`src/rtl/tw_ctrl_pkg.sv`:
```
package tw_ctrl_pkg;

    localparam int unsigned REGADDR_W   = 7;
    localparam int unsigned REGDATA_W   = 9;
    localparam int unsigned DEVADDR_W   = 8;
    localparam int unsigned SYNC_STAGES = 2;

    // positions of the pins inside the synchronized pin vector
    localparam int unsigned PIN_STRB = 0;
    localparam int unsigned PIN_BCLK = 1;
    localparam int unsigned PIN_SDAT = 2;
    localparam int unsigned PIN_CNT  = 3;

    typedef enum logic {
        MODE_PLAIN = 1'b0,
        MODE_MULTI = 1'b1
    } link_mode_e;

endpackage

```
`src/rtl/tw_sync.sv`:
```
module tw_sync #(
    parameter int unsigned W      = 3,
    parameter int unsigned STAGES = 2
) (
    input  logic         clk,
    input  logic [W-1:0] din,
    output logic [W-1:0] dout
);

    typedef logic [STAGES-1:0][W-1:0] chain_t;

    chain_t stage_d;
    chain_t stage_q;

    always_comb begin
        stage_d = {stage_q[STAGES-2:0], din};
    end

    // left without reset so that the pin levels are valid when reset is released
    always_ff @(posedge clk) begin
        stage_q <= stage_d;
    end

    assign dout = stage_q[STAGES-1];

endmodule

```
`src/rtl/tw_edge.sv`:
```
module tw_edge #(
    parameter int unsigned W = 2
) (
    input  logic         clk,
    input  logic         rst_n,
    input  logic [W-1:0] lvl,
    output logic [W-1:0] rise,
    output logic [W-1:0] fall
);

    typedef struct packed {
        logic         armed;
        logic [W-1:0] prev;
    } edge_t;

    edge_t edge_d;
    edge_t edge_q;

    always_comb begin
        edge_d       = edge_q;
        edge_d.armed = 1'b1;
        edge_d.prev  = lvl;
    end

    always_ff @(posedge clk or negedge rst_n) begin
        if (!rst_n) edge_q <= '0;
        else        edge_q <= edge_d;
    end

    // no edges are reported until a reference level has been captured
    for (genvar g = 0; g < W; g++) begin : g_edge
        assign rise[g] = edge_q.armed &  lvl[g] & ~edge_q.prev[g];
        assign fall[g] = edge_q.armed & ~lvl[g] &  edge_q.prev[g];
    end

endmodule

```
`src/rtl/tw_shift.sv`:
```
module tw_shift #(
    parameter int unsigned W = 16
) (
    input  logic         clk,
    input  logic         rst_n,
    input  logic         en,
    input  logic         lsb_first,
    input  logic         din,
    output logic [W-1:0] word
);

    logic [W-1:0] shift_d;
    logic [W-1:0] shift_q;

    always_comb begin
        shift_d = shift_q;
        if (en) begin
            if (lsb_first) shift_d = {din, shift_q[W-1:1]};
            else           shift_d = {shift_q[W-2:0], din};
        end
    end

    always_ff @(posedge clk or negedge rst_n) begin
        if (!rst_n) shift_q <= '0;
        else        shift_q <= shift_d;
    end

    assign word = shift_q;

    AST_SHIFT_ONLY_ON_BCLK: assert property (@(posedge clk) disable iff (!rst_n)
        !en |=> $stable(shift_q));

endmodule

```
`src/rtl/tw_ctrl_rx.sv`:
```
module tw_ctrl_rx
    import tw_ctrl_pkg::*;
#(
    parameter int unsigned P_REGADDR_W = REGADDR_W,
    parameter int unsigned P_REGDATA_W = REGDATA_W,
    parameter int unsigned P_DEVADDR_W = DEVADDR_W,
    parameter int unsigned P_SYNC      = SYNC_STAGES
) (
    input  logic                   clk,
    input  logic                   rst_n,
    input  logic                   strb_pin,
    input  logic                   bclk_pin,
    input  logic                   sdat_pin,
    input  logic [P_DEVADDR_W-1:0] own_dev_addr,
    output logic                   wr_pulse,
    output logic [P_REGADDR_W-1:0] wr_addr,
    output logic [P_REGDATA_W-1:0] wr_data
);

    localparam int unsigned PAYLOAD_W = P_REGADDR_W + P_REGDATA_W;
    localparam int unsigned DEV_TOP   = PAYLOAD_W - 1;
    localparam int unsigned EDGE_W    = PIN_BCLK + 1;

    typedef struct packed {
        logic                   started;
        link_mode_e             mode;
        logic                   match;
        logic                   pulse;
        logic [P_REGADDR_W-1:0] addr;
        logic [P_REGDATA_W-1:0] data;
    } ctl_t;

    logic [PIN_CNT-1:0]   pins_raw;
    logic [PIN_CNT-1:0]   pins_sync;
    logic [EDGE_W-1:0]    edge_rise;
    logic [EDGE_W-1:0]    edge_fall;
    logic                 strb_rise;
    logic                 strb_fall;
    logic                 bclk_rise;
    logic                 unused_bclk_fall;
    logic [PAYLOAD_W-1:0] payload;
    ctl_t                 ctl_d;
    ctl_t                 ctl_q;

    assign pins_raw[PIN_STRB] = strb_pin;
    assign pins_raw[PIN_BCLK] = bclk_pin;
    assign pins_raw[PIN_SDAT] = sdat_pin;

    tw_sync #(.W(PIN_CNT), .STAGES(P_SYNC)) sync_i (
        .clk  (clk),
        .din  (pins_raw),
        .dout (pins_sync)
    );

    tw_edge #(.W(EDGE_W)) edge_i (
        .clk   (clk),
        .rst_n (rst_n),
        .lvl   (pins_sync[EDGE_W-1:0]),
        .rise  (edge_rise),
        .fall  (edge_fall)
    );

    assign strb_rise        = edge_rise[PIN_STRB];
    assign strb_fall        = edge_fall[PIN_STRB];
    assign bclk_rise        = edge_rise[PIN_BCLK];
    assign unused_bclk_fall = edge_fall[PIN_BCLK];

    tw_shift #(.W(PAYLOAD_W)) shift_i (
        .clk       (clk),
        .rst_n     (rst_n),
        .en        (bclk_rise & ctl_q.started),
        .lsb_first (ctl_q.mode == MODE_MULTI),
        .din       (pins_sync[PIN_SDAT]),
        .word      (payload)
    );

    always_comb begin
        ctl_d       = ctl_q;
        ctl_d.pulse = 1'b0;
        if (!ctl_q.started) begin
            ctl_d.started = 1'b1;
            ctl_d.mode    = pins_sync[PIN_STRB] ? MODE_PLAIN : MODE_MULTI;
        end else if (ctl_q.mode == MODE_PLAIN) begin
            if (strb_rise) begin
                ctl_d.pulse = 1'b1;
                ctl_d.addr  = payload[PAYLOAD_W-1:P_REGDATA_W];
                ctl_d.data  = payload[P_REGDATA_W-1:0];
            end
        end else begin
            if (strb_rise) begin
                ctl_d.match = (payload[DEV_TOP -: P_DEVADDR_W] == own_dev_addr);
            end
            if (strb_fall) begin
                if (ctl_q.match) begin
                    ctl_d.pulse = 1'b1;
                    ctl_d.addr  = payload[PAYLOAD_W-1:P_REGDATA_W];
                    ctl_d.data  = payload[P_REGDATA_W-1:0];
                end
                ctl_d.match = 1'b0;
            end
        end
    end

    always_ff @(posedge clk or negedge rst_n) begin
        if (!rst_n) ctl_q <= '0;
        else        ctl_q <= ctl_d;
    end

    assign wr_pulse = ctl_q.pulse;
    assign wr_addr  = ctl_q.addr;
    assign wr_data  = ctl_q.data;

    AST_MODE_FIXED: assert property (@(posedge clk) disable iff (!rst_n)
        (ctl_q.started && $past(ctl_q.started)) |-> $stable(ctl_q.mode));
    AST_PLAIN_WRITE_ON_RISE: assert property (@(posedge clk) disable iff (!rst_n)
        (wr_pulse && ctl_q.mode == MODE_PLAIN) |-> $past(strb_rise));
    AST_MULTI_WRITE_ON_FALL: assert property (@(posedge clk) disable iff (!rst_n)
        (wr_pulse && ctl_q.mode == MODE_MULTI) |-> $past(strb_fall));
    AST_MULTI_NEEDS_MATCH: assert property (@(posedge clk) disable iff (!rst_n)
        (wr_pulse && ctl_q.mode == MODE_MULTI) |-> $past(ctl_q.match));
    AST_PULSE_SINGLE: assert property (@(posedge clk) disable iff (!rst_n)
        wr_pulse |=> !wr_pulse);
    AST_HOLD_BETWEEN: assert property (@(posedge clk) disable iff (!rst_n)
        !wr_pulse |-> ($stable(wr_addr) && $stable(wr_data)));

endmodule

```
`config.mk`:
```
export PLATFORM = sky130hd
export DESIGN_NAME = tw_ctrl_rx
export DESIGN_NICKNAME = d
export VERILOG_FILES = /design/src/rtl/tw_ctrl_pkg.sv /design/src/rtl/tw_sync.sv /design/src/rtl/tw_edge.sv /design/src/rtl/tw_shift.sv /design/src/rtl/tw_ctrl_rx.sv
export SDC_FILE = /design/constraint.sdc
export NUM_CORES = 1
export LEC_CHECK = 0
export ABC_AREA = 1
export CELL_PAD_IN_SITES_DETAIL_PLACEMENT = 0
export CELL_PAD_IN_SITES_GLOBAL_PLACEMENT = 2
export CORE_MARGIN = 2
export CORE_UTILIZATION = 32
export DETAILED_ROUTE_END_ITERATION = 12
export DONT_BUFFER_PORTS = 1
export GPL_ROUTABILITY_DRIVEN = 0
export PLACE_DENSITY_LB_ADDON = 0.1
export SLEW_MARGIN = 30
export SYNTH_ARGS = -nofsm -noshare
export SYNTH_HDL_FRONTEND = slang
export SYNTH_HIERARCHICAL = 1
export SYNTH_SLANG_ARGS = --single-unit
```
`constraint.sdc`:
```
create_clock -name clk -period 1.2 [get_ports clk]
set_input_delay 0.18 -clock clk [delete_from_list [all_inputs] [get_ports clk]]
set_output_delay 0.18 -clock clk [all_outputs]
set_load 0.02 [all_outputs]
```
Yosys cells after proc, flatten, opt, wreduce, memory -nomap -nowiden
Cells that the tools add are included.

word-level totals
  bits in registers = 45
  bits in latches = 0
  bits in writable memories = 0
  ROM bits = 0
  input port bits = 13
  logic and storage cells = 36
  memories = 0

operators by class
  add/subtract/negate cells = 0
  multiply operators = 0
  div/mod/pow operators = 0
  $lt $le $gt $ge = 0
  eq/ne operators = 3
  shift-type cells = 0
  mux-type cells = 8
  bitwise operators = 10
  reductions and logical operators = 4

operators with widths
  operator            count
  $mux 17             4
  $mux 18             1
  $mux 16             1
  $eq 8x8->1          1
  $and 1x1->1         7
  $ne 2x2->1 const B  2
  $reduce_and 4->1    1
  $reduce_bool 2->1   2
  $not 1->1           3
  $reduce_and 3->1    1
  $mux 1              2

Logic depth before layout (Yosys ltp)
Gate-level depths: netlist of run 1.

  word-level depth = 6
  gate-level depth with buffers = 9
  gate-level depth less buffers = 8

Hierarchy
Netlist of run 1, hierarchy kept.

modules (own cells, without submodules)
  module      instances  cells each  area an instance (µm²)  seq. area each (µm²)
  tw_ctrl_rx  1          138         1,097.3                 500.5
  tw_shift    1          121         930.9                   400.4
  tw_sync     1          6           120.1                   120.1
  tw_edge     1          12          108.9                   75.1

Worst setup path before layout of run 1
No wires, ideal clock.

  path type = register to register
  start point = register edge_i/edge_q[2] in the netlist's numbering
  end point = register ctl_q, in the netlist wr_data[8]
  library setup time = 0.118 ns
  data arrival time = 1.025 ns
  slack = 0.057 ns
  stages on the path, launching flop included = 9
  path buffers = 1
  clock period less this slack = 1.143 ns
  path through = dfrtp_1 -> nand2_1 -> nor2_1 -> nand2_1 -> nand2_1 -> nand2_4 -> buf_12 -> nand2_2 -> o21ai_2

between the ends
  longest elaborated chain between the ends = 4
  elaborated cells between the ends (all ways) = 7
  classes of those cells = eq/ne: 1; bitwise: 4; reduce/logical: 2

RTL lines
  what                        line               text
  start, declared             tw_edge.sv:17      edge_t edge_q;
  start signal, assigned      tw_edge.sv:27      else edge_q <= edge_d;
  $and 1x1->1 (2 in series)   tw_edge.sv:33      assign fall[g] = edge_q.armed & ~lvl[g] & edge_q.prev[g];
  named net edge_fall[0]      tw_ctrl_rx.sv:36   logic [EDGE_W-1:0] edge_fall;
  $ne 2x2->1 (no line)        -
  $reduce_and 4->1 (no line)  -
  end signal, assigned        tw_ctrl_rx.sv:106  else ctl_q <= ctl_d;
  end, declared               tw_ctrl_rx.sv:43   ctl_t ctl_q;

The timed path passes the listed nets, and every way through them passes these cells.
A chain may end at the register's enable or synchronous reset.

Worst setup path in the final report of run 1
  start point = register edge_i/edge_q[2] in the netlist's numbering
  end point = register ctl_q, in the netlist wr_addr[5]

between the ends
  longest elaborated chain between the ends = 4
  elaborated cells between the ends (all ways) = 7
  classes of those cells = eq/ne: 1; bitwise: 4; reduce/logical: 2

RTL lines
  what                         line              text
  $and 1x1->1 (2 in series)    tw_edge.sv:32     assign rise[g] = edge_q.armed & lvl[g] & ~edge_q.prev[g];
  named net edge_rise[0]       tw_ctrl_rx.sv:35  logic [EDGE_W-1:0] edge_rise;
  $reduce_bool 2->1 (no line)  -
  $reduce_and 4->1 (no line)   -

The timed path passes the listed nets, and every way through them passes these cells.

==> results of run 1 <==
-- cells in the final DEF (no fill, tap or decap), types with 2 or more instances in the layout --
| cell type | count |
|---|---|
| sky130_fd_sc_hd__buf_12 | 3 |
| sky130_fd_sc_hd__buf_4 | 4 |
| sky130_fd_sc_hd__clkbuf_8 | 6 |
| sky130_fd_sc_hd__conb_1 | 2 |
| sky130_fd_sc_hd__dfrtp_1 | 39 |
| sky130_fd_sc_hd__dfxtp_1 | 5 |
| sky130_fd_sc_hd__dlygate4sd3_1 | 4 |
| sky130_fd_sc_hd__inv_1 | 32 |
| sky130_fd_sc_hd__inv_6 | 3 |
| sky130_fd_sc_hd__nand2_1 | 113 |
| sky130_fd_sc_hd__nand2_2 | 15 |
| sky130_fd_sc_hd__nand3_1 | 6 |
| sky130_fd_sc_hd__nand3_2 | 11 |
| sky130_fd_sc_hd__nor2_1 | 6 |
| sky130_fd_sc_hd__nor2_2 | 4 |
| sky130_fd_sc_hd__o21ai_0 | 2 |
| sky130_fd_sc_hd__o21ai_2 | 7 |
-- power breakdown --
group          switching (mW)  internal (mW)  total [mW]
clock                   0.563          0.479        1.04
sequential              0.497           1.85        2.35
combinational           0.546          0.366       0.912
total                    1.61           2.69        4.30
-- area by class of cell --
cell class / count / area, um2
Clock buffer: 6 / 82.6
Clock inverter: 2 / 17.5
Fill cell: 727 / 4330
Inverter: 36 / 148
Multi-Input combinational cell: 170 / 822
Sequential cell: 45 / 1100
Tap cell: 96 / 120
Timing Repair Buffer: 14 / 181
-- worst min-delay path: stages --
cell,delay [ns]
sky130_fd_sc_hd__nor2_1,0.08
sky130_fd_sc_hd__nor2_1,0.05
sky130_fd_sc_hd__nand3_1,0.08
sky130_fd_sc_hd__nand2_1,0.05
-- metal layers --
layer  track usage  vias to the layer above  part of all wire
li1              -                      794                 -
met1         0.168                      723              0.46
met2         0.221                       27              0.48
met3        0.0358                        5             0.043
met4        0.0420                        0             0.014
met5             0                        -                 0
-- stage by stage --
step | setup TNS, ns | cell area (um2) | cells
2_1_floorplan | 0 | 2250 | 275
3_3_place_gp | 0 | 2240 | 355
3_5_place_dp | 0 | 2240 | 355
4_1_cts | 0 | 2410 | 368
5_1_grt | -1.34 | 2470 | 369
6_report | -0.0347 | 2470 | 369
-- state kept, by name (all words and copies together) (netlist names) --
register / cells
wr_addr: 7
ctl_q: 3
sync_i/stage_d: 3
edge_i/edge_q: 3
wr_data: 9
sync_i/dout: 3
shift_i/word: 16
wr_pulse: 1
-- worst max path at each step --
| stage | endpoint | slack [ns] |
|---|---|---|
| after floorplan | wr_data[8] | 0.08 |
| after global routing | wr_data[5] | -0.1 |
| after detailed placement | ctl_q[17] | 0.01 |
| after CTS | shift_i/word[15] | 0.003 |
| after global placement | ctl_q[17] | 0.02 |
| final | wr_addr[5] | -0.01 |
-- what timing repair did --
action / in CTS / in global routing
pin swaps: 0 / 0
endpoints found under the setup margin: 5 / 34
gates cloned: 0 / 1
hold buffers: 5 / 0
resized for setup: 4 / 10
hold endpoints to repair: 42 / 0
setup buffers: 0 / 0
==> implementation parameters, run 1 <==
Parameter                              Value

Placed design
  Count of port buffers added during placement    0
  Minimum setup slack after placement    0.0139 ns
  DP HPWL    3200 um

Pwr
  Max VDD drop    0.529 mV
  Power density cells    1740 mW/mm2
  Leakage component of the power    1.29 nW
  PnR Total Power    4.30 mW

Clocking
  TritonCTS clock tree    done
  Maximum buffer depth of the clock tree    2
  Number of buffers created by CTS    5
  Clock transition at the registers of the reported paths    0.09 ns
  CTS sink count    45
  Number of H-tree levels    2
  Clock latency reported for the late side of the worst-skew pair    0.30 ns
  Root Buffer Master    sky130_fd_sc_hd__clkbuf_8

Die
  Full die area    0.00772 mm2
  Initial Util    0.331
  Count of standard-cell rows    30
  I/O Pins    30
  Total core area    0.00679 mm2
  Die outline width    87.8 um
  Vert. Die Dim    87.8 um

Critical path
  Required time worst endpoint    1.44 ns
  Beginning of the worst register-to-register path    edge_i/edge_q[2]
  Cells along the critical path    nand2_1 > nor2_2 > o21a_2 > nand2_4 > clkbuf_16 > nand2_2 > o21ai_2
  Total stage count of the critical path    7
  Family of cells with the greatest summed delay on the critical path    flip-flops
  Category of the critical setup timing path    flop to flop
  Delay of the slowest critical-path stage    0.41 ns
  Number of cells on the worst reg-to-reg path    7
  Critical Path Slowest Stage Cell    sky130_fd_sc_hd__dfrtp_1
  Internal reg-to-reg setup slack    -0.01 ns
  Critical Path End Type    flop
  Worst reg2reg endpoint    wr_addr[5]
  Worst path arrival time    1.45 ns
  Launch point of the worst path    edge_i/edge_q[2]
  Largest fanout on the critical path    11
  Bufs and invs on worst path    1
  Crit start category    flop

Route
  Average wire per cell in the routed design    12.8 um
  Total wirelength of the detailed-routed design    4720 um
  Count of vias placed by the detailed router    1549
  Detailed Route Iter0 Violations    66
  Detailed-route vias per instance    4.20
  Antenna-violating nets left    0
  Number of design rule violations left after detail routing    0
  Number of detailed-routing iterations run before antenna repair    4

Flow run
  Number of maximum-capacitance constraint violations    0

Cells and area
  Area added between synthesis and finish    9.73%
  Finished Core Util    0.363
  Proportion of layout cells with a drive suffix above 1    0.231
  ANT cells    0
  Number of nets in the layout    285

Global routing
  Sum of overflow across all layers after global routing    0
  Global-route wire length before repair    7760 um
  Number of antenna violations at the first check in global routing    0
  Combined global-route utilization of all metal layers    0.133
  Via count of the first global-routing pass    1621
  Maximum number of pins on one net before global-route repair    40

Worst hold path
  Hold Crit Start    own_dev_addr[1]
  Hold/Removal Path Class    input port to flop
  Endpoint of the worst hold-timing path    ctl_q[17]
  Instance count along the most critical hold path    4

Yosys
  Number of nets in the synthesized netlist    288
  Yosys Warn Count    6
  Average footprint of a synthesized cell    8.18 um2
  Post-Synthesis Cell Area    0.00225 mm2
  Post-Syn Instances    275

STA
  Unrepaired setup endpoints after global routing    yes
  Final period util    1.01
  Final Hold Viols    0
  Number of pins with negative max-slew slack in the final report    0
  Clock tree skew after final layout    0.00624 ns
  Final setup violation count    3
  Setup WS post-layout    -0.0146 ns
  Worst Hold Margin    0.168 ns
  Highest attainable clock frequency    823 MHz
  Time the worst path needs with I/O delays and setup    1.21 ns

Outcome
  Violations in the final reports    setup timing
  Run status    complete, but fails checks
No activity file was read; power rests on OpenSTA's default activity.
==> inputs of run 2 (changes only) <==
==> constraint.sdc (replaced) <==
create_clock -name clk -period 1.55 [get_ports clk]
set_input_delay 0.2325 -clock clk [delete_from_list [all_inputs] [get_ports clk]]
set_output_delay 0.2325 -clock clk [all_outputs]
set_load 0.02 [all_outputs]
==> implementation parameters, run 2 (synthesis results as in run 1) <==
Parameter                              Value

Global routing
  Global routing met3 resource utilization    0.0302
  Maximum number of pins on one net before global-route repair    40
  Sum of overflow across all layers after global routing    0
  Global Route met2 Usage    0.200
  Met1 capacity usage during global routing    0.167
  Global-route wire length before repair    7410 um
  Number of antenna violations at the first check in global routing    0
  Via count of the first global-routing pass    1513
  Combined global-route utilization of all metal layers    0.128
  Global-route layer with the greatest usage    met2

STA
  Setup tns final    0 ns
  Unrepaired setup endpoints after global routing    no
  Clock tree skew after final layout    0.00541 ns
  Number of pins with negative max-slew slack in the final report    0
  Final period util    0.847
  Highest attainable clock frequency    762 MHz
  Final Hold Viols    0
  Final setup violation count    0
  Time the worst path needs with I/O delays and setup    1.31 ns

Pwr
  Power density cells    1480 mW/mm2
  PnR Total Power    3.51 mW
  Leakage component of the power    1.26 nW
  Max VDD drop    0.428 mV

Cells and area
  ANT cells    0
  Proportion of layout cells with a drive suffix above 1    0.187
  Most frequent standard cell in the layout excluding fill and tap cells    sky130_fd_sc_hd__nand2_1
  Number of inserted filler cells in the final layout    744
  Most used cells in the layout excluding fill and tap cells    sky130_fd_sc_hd__nand2_1, sky130_fd_sc_hd__dfrtp_1, sky130_fd_sc_hd__inv_1
  Number of nets in the layout    280
  Max FFs per register    16
  Area added between synthesis and finish    5.90%

Clocking
  Number of H-tree levels    2
  Hold bufs inserted after CTS    5
  Root Buffer Master    sky130_fd_sc_hd__clkbuf_8
  Clock latency reported for the late side of the worst-skew pair    0.30 ns
  # Post-CTS Setup Buffers    0
  Maximum buffer depth of the clock tree    2
  TritonCTS clock tree    done
  CTS sink count    45
  Clock transition at the registers of the reported paths    0.09 ns
  Number of resized instances in the post-cts repair step    0
  Number of buffers created by CTS    5

Die
  Count of standard-cell rows    30
  Initial Util    0.331
  Die outline width    87.8 um
  Full die area    0.00772 mm2
  Vert. Die Dim    87.8 um
  I/O Pins    30
  Total core area    0.00679 mm2

Route
  Number of design rule violations left after detail routing    0
  Count of vias placed by the detailed router    1491
  Number of detailed-routing iterations run before antenna repair    4
  Antenna-violating nets left    0
  Total wirelength of the detailed-routed design    4400 um
  Average wire per cell in the routed design    12.1 um
  Detailed-route vias per instance    4.10
  Detailed Route Iter0 Violations    56

Outcome
  Run status    finished, final reports clean

Critical path
  Worst path arrival time    1.50 ns
  Critical Path End Type    flop
  Internal reg-to-reg setup slack    0.24 ns
  Number of cells on the worst reg-to-reg path    8
  Crit start category    flop
  Category of the critical setup timing path    flop to flop
  Largest fanout on the critical path    23
  Required time worst endpoint    1.73 ns

Placed design
  DP HPWL    3000 um
  Count of port buffers added during placement    0

Worst hold path
  Hold/Removal Path Class    input port to flop
  Instance count along the most critical hold path    4

Flow run
  Number of maximum-capacitance constraint violations    0
run 2: changes by cell type in the layout (fill, tap and decap cells not counted), moves of 2 or more:
| cell | change |
|---|---|
| sky130_fd_sc_hd__inv_6 | -2 |
| sky130_fd_sc_hd__nor2_1 | +5 |
| sky130_fd_sc_hd__bufinv_16 | +2 |
| sky130_fd_sc_hd__buf_12 | -2 |
| sky130_fd_sc_hd__nor2_2 | -4 |
run 2: layout make-up:
class	count	area [um2]	area share
inverter	36	143	0.0599
sequential	45	1100	0.460
timing repair buffer	9	90.1	0.0378
clock buffer	5	68.8	0.0289
multi-input combinational	170	800	0.336
clock inverter	3	65.1	0.0273
tap	96	120	0.0504
run 2: through the flow:
step	setup WS, ns	std cells	instance area [um2]	hold WS (ns)	utilization
final	0.238	364	2380	0.225	0.351
after global placement	0.239	351	2190	-0.0618	0.322
after global routing	0.105	364	2380	0.250	0.351
after CTS	0.214	364	2380	0.224	0.351
after detailed placement	0.236	351	2190	-0.0619	0.322
after floorplan	0.428	275	2250	-0.0631	-
run 2: worst paths after layout:
kind,from,endpoint
max,edge_i/edge_q[2],wr_addr[0]
min,own_dev_addr[1],ctl_q[17]
max reg2reg,edge_i/edge_q[2],wr_addr[0]
min reg2reg,sync_i/stage_d[3],sync_i/dout[0]
max in group asynchronous,rst_n,shift_i/word[11]
min in group asynchronous,rst_n,wr_data[3]
run 2: critical path, stage by stage, from the launching register on:
cell	delay [ns]
sky130_fd_sc_hd__dfrtp_1	0.37
sky130_fd_sc_hd__nand2_1	0.06
sky130_fd_sc_hd__nor2_1	0.16
sky130_fd_sc_hd__nand2_1	0.07
sky130_fd_sc_hd__nand2_1	0.10
sky130_fd_sc_hd__nand2_4	0.06
sky130_fd_sc_hd__buf_4	0.23
sky130_fd_sc_hd__nand2_1	0.10
sky130_fd_sc_hd__o21ai_2	0.05
run 2: metal layers:
layer	up-vias	wire length [um]
li1	784	-
met1	683	2090
met2	19	2080
met3	5	153
met4	0	73
met5	-	0
run 2: power breakdown:
part / total [mW] / switching [mW] / internal, mW
sequential: 1.81 / 0.375 / 1.43
clock: 1.05 / 0.409 / 0.641
combinational: 0.660 / 0.405 / 0.254
total: 3.51 / 1.19 / 2.33
==> inputs of run 3 (changes only) <==
--- a/config.mk
+++ b/config.mk
@@ -5,7 +5,7 @@
 export SDC_FILE = /design/constraint.sdc
 export NUM_CORES = 1
 export LEC_CHECK = 0
-export ABC_AREA = 1
+export ABC_AREA = 0
 export CELL_PAD_IN_SITES_DETAIL_PLACEMENT = 0
 export CELL_PAD_IN_SITES_GLOBAL_PLACEMENT = 2
 export CORE_MARGIN = 2
==> constraint.sdc (replaced) <==
create_clock -name clk -period 1.27 [get_ports clk]
set_input_delay 0.1905 -clock clk [delete_from_list [all_inputs] [get_ports clk]]
set_output_delay 0.1905 -clock clk [all_outputs]
set_load 0.02 [all_outputs]
==> implementation parameters, run 3 <==
Parameter                              Value

Outcome
  Run status    complete, but fails checks
  Violations in the final reports    setup timing

Flow run
  Number of maximum-capacitance constraint violations    0

Global routing
  Maximum number of pins on one net before global-route repair    40
  Number of antenna violations at the first check in global routing    0
  Sum of overflow across all layers after global routing    0
  Combined global-route utilization of all metal layers    0.111
  Global-route wire length before repair    5980 um
  Via count of the first global-routing pass    1121

STA
  Clock tree skew after final layout    0.00761 ns
  Final Hold Viols    0
  Setup WS post-layout    -0.250 ns
  Final period util    1.20
  Time the worst path needs with I/O delays and setup    1.52 ns
  Number of pins with negative max-slew slack in the final report    0
  Highest attainable clock frequency    658 MHz
  Final setup violation count    17
  Unrepaired setup endpoints after global routing    yes

Critical path
  Family of cells with the greatest summed delay on the critical path    flip-flops
  Crit start category    flop
  Critical Path Slowest Stage Cell    sky130_fd_sc_hd__dfrtp_1
  Largest fanout on the critical path    8
  Internal reg-to-reg setup slack    -0.25 ns
  Bufs and invs on worst path    1
  Critical Path End Type    flop
  Beginning of the worst register-to-register path    edge_i/edge_q[2]
  Delay of the slowest critical-path stage    0.38 ns
  Number of cells on the worst reg-to-reg path    5
  Worst path arrival time    1.70 ns
  Cells along the critical path    and3b_1 > and3_4 > o21ai_4 > buf_12 > mux2_4
  Required time worst endpoint    1.45 ns
  Worst reg2reg endpoint    wr_addr[2]
  Category of the critical setup timing path    flop to flop

Clocking
  Maximum buffer depth of the clock tree    2
  Number of buffers created by CTS    5
  Clock latency reported for the late side of the worst-skew pair    0.29 ns
  CTS sink count    45
  TritonCTS clock tree    done
  Root Buffer Master    sky130_fd_sc_hd__clkbuf_8
  Clock transition at the registers of the reported paths    0.08 ns
  Number of H-tree levels    2
  # Post-CTS Setup Buffers    0

Cells and area
  ANT cells    0
  Number of nets in the layout    172
  Proportion of layout cells with a drive suffix above 1    0.281
  Layout Cells excl Fill    235
  Finished Core Util    0.381
  Area added between synthesis and finish    14.2%
  Max FFs per register    16
  Most frequent standard cell in the layout excluding fill and tap cells    sky130_fd_sc_hd__dfrtp_1
  Finished Cell Area    0.00227 mm2
  Most used cells in the layout excluding fill and tap cells    sky130_fd_sc_hd__dfrtp_1, sky130_fd_sc_hd__mux2i_1, sky130_fd_sc_hd__mux2_4, sky130_fd_sc_hd__nor2_1, sky130_fd_sc_hd__a21oi_1

Placed design
  Minimum setup slack after placement    -0.294 ns
  DP HPWL    2430 um
  Instance count after placement with tap cells included    221
  Count of port buffers added during placement    0
  Dpl cell area    0.00203 mm2

Route
  Number of design rule violations left after detail routing    0
  Average wire per cell in the routed design    16.4 um
  Antenna-violating nets left    0
  Detailed-route vias per instance    4.66
  Total wirelength of the detailed-routed design    3860 um
  Detailed Route Iter0 Violations    46
  Count of vias placed by the detailed router    1096
  Number of detailed-routing iterations run before antenna repair    4

Pwr
  Combinational group share of total power    0.234
  Leakage component of the power    1.06 nW
  Clock network fraction of total power    0.208
  Switching power of the nets    1.58 mW
  Max VDD drop    0.621 mV
  Sequential Power Share    0.559
  Power density cells    2050 mW/mm2
  Internal power of the cells    3.07 mW
  Switching portion of total power    0.340

Worst hold path
  Hold/Removal Path Class    input port to flop
  Instance count along the most critical hold path    3
  Endpoint of the worst hold-timing path    ctl_q[17]
  Hold Crit Start    own_dev_addr[2]

Yosys
  Yosys Warn Count    6
  Post-Synthesis Cell Area    0.00199 mm2
  Post-Syn Instances    156
  Number of nets in the synthesized netlist    169
  Average footprint of a synthesized cell    12.8 um2

Die
  Vert. Die Dim    82.8 um
  Initial Util    0.334
  Full die area    0.00686 mm2
  Die outline width    82.8 um
  I/O Pins    30
  Count of standard-cell rows    28
  Total core area    0.00596 mm2
==> run 3: worst max-delay path by stage <==
| stage | startpoint | endpoint | slack [ns] | cells past startpoint |
|---|---|---|---|---|
| after floorplan | edge_i/edge_q[2] | wr_addr[4] | -0.29 | 5 |
| after global placement | sync_i/dout[0] | wr_data[2] | -0.27 | 5 |
| after detailed placement | sync_i/dout[0] | wr_data[2] | -0.29 | 5 |
| after CTS | edge_i/edge_q[2] | wr_addr[0] | -0.26 | 5 |
| after global routing | edge_i/edge_q[2] | wr_addr[2] | -0.30 | 5 |
| final | edge_i/edge_q[2] | wr_addr[2] | -0.25 | 5 |
==> run 3: power groups by stage <==
stage / logic (mW) / registers [mW] / clock network (mW)
final: 1.09 / 2.60 / 0.966
after global routing: 1.19 / 2.67 / 1.09
after CTS: 1.08 / 2.61 / 1.02
after detailed placement: 0.956 / 2.63 / 0
after global placement: 0.935 / 2.63 / 0
after floorplan: 1.44 / 2.16 / 0
==> run 3: what timing repair did <==
item,CTS,global route
gates cloned,0,1
hold buffers,5,0
pin swaps,0,3
setup endpoints to repair,18,20
resized for setup,10,6
endpoints found under the hold margin,42,0
==> run 3: final cells by class <==
cell class / count / area (um2)
Fill cell: 609 / 3680
Sequential cell: 45 / 1100
Multi-Input combinational cell: 87 / 744
Timing Repair Buffer: 18 / 225
Clock buffer: 7 / 96.3
Tap cell: 75 / 93.8
Inverter: 2 / 7.51
Clock inverter: 1 / 5.00
==> run 3: through the flow <==
| step | setup TNS [ns] | hold slack [ns] | power [mW] |
|---|---|---|---|
| 2_1_floorplan | -3.93 | -0.105 | 3.60 |
| 3_3_place_gp | -4.08 | -0.104 | 3.57 |
| 3_5_place_dp | -4.41 | -0.104 | 3.59 |
| 4_1_cts | -4.10 | 0.106 | 4.71 |
| 5_1_grt | -4.76 | 0.135 | 4.95 |
| 6_report | -3.83 | 0.129 | 4.66 |
==> run 3: tightest hold or removal path: stages <==
cell and delay [ns]:
sky130_fd_sc_hd__xnor2_1 0.04, sky130_fd_sc_hd__nand4_1 0.08, sky130_fd_sc_hd__o41ai_2 0.07
==> run 3: per-layer routing <==
| layer | vias up | GRT usage | routed length (um) | share of wire |
|---|---|---|---|---|
| met5 | - | 0 | 0 | 0 |
| met4 | 0 | 0.0402 | 39 | 0.010 |
| met3 | 4 | 0.0417 | 203 | 0.053 |
| met2 | 27 | 0.169 | 1770 | 0.46 |
| met1 | 546 | 0.143 | 1850 | 0.48 |
| li1 | 519 | - | - | - |
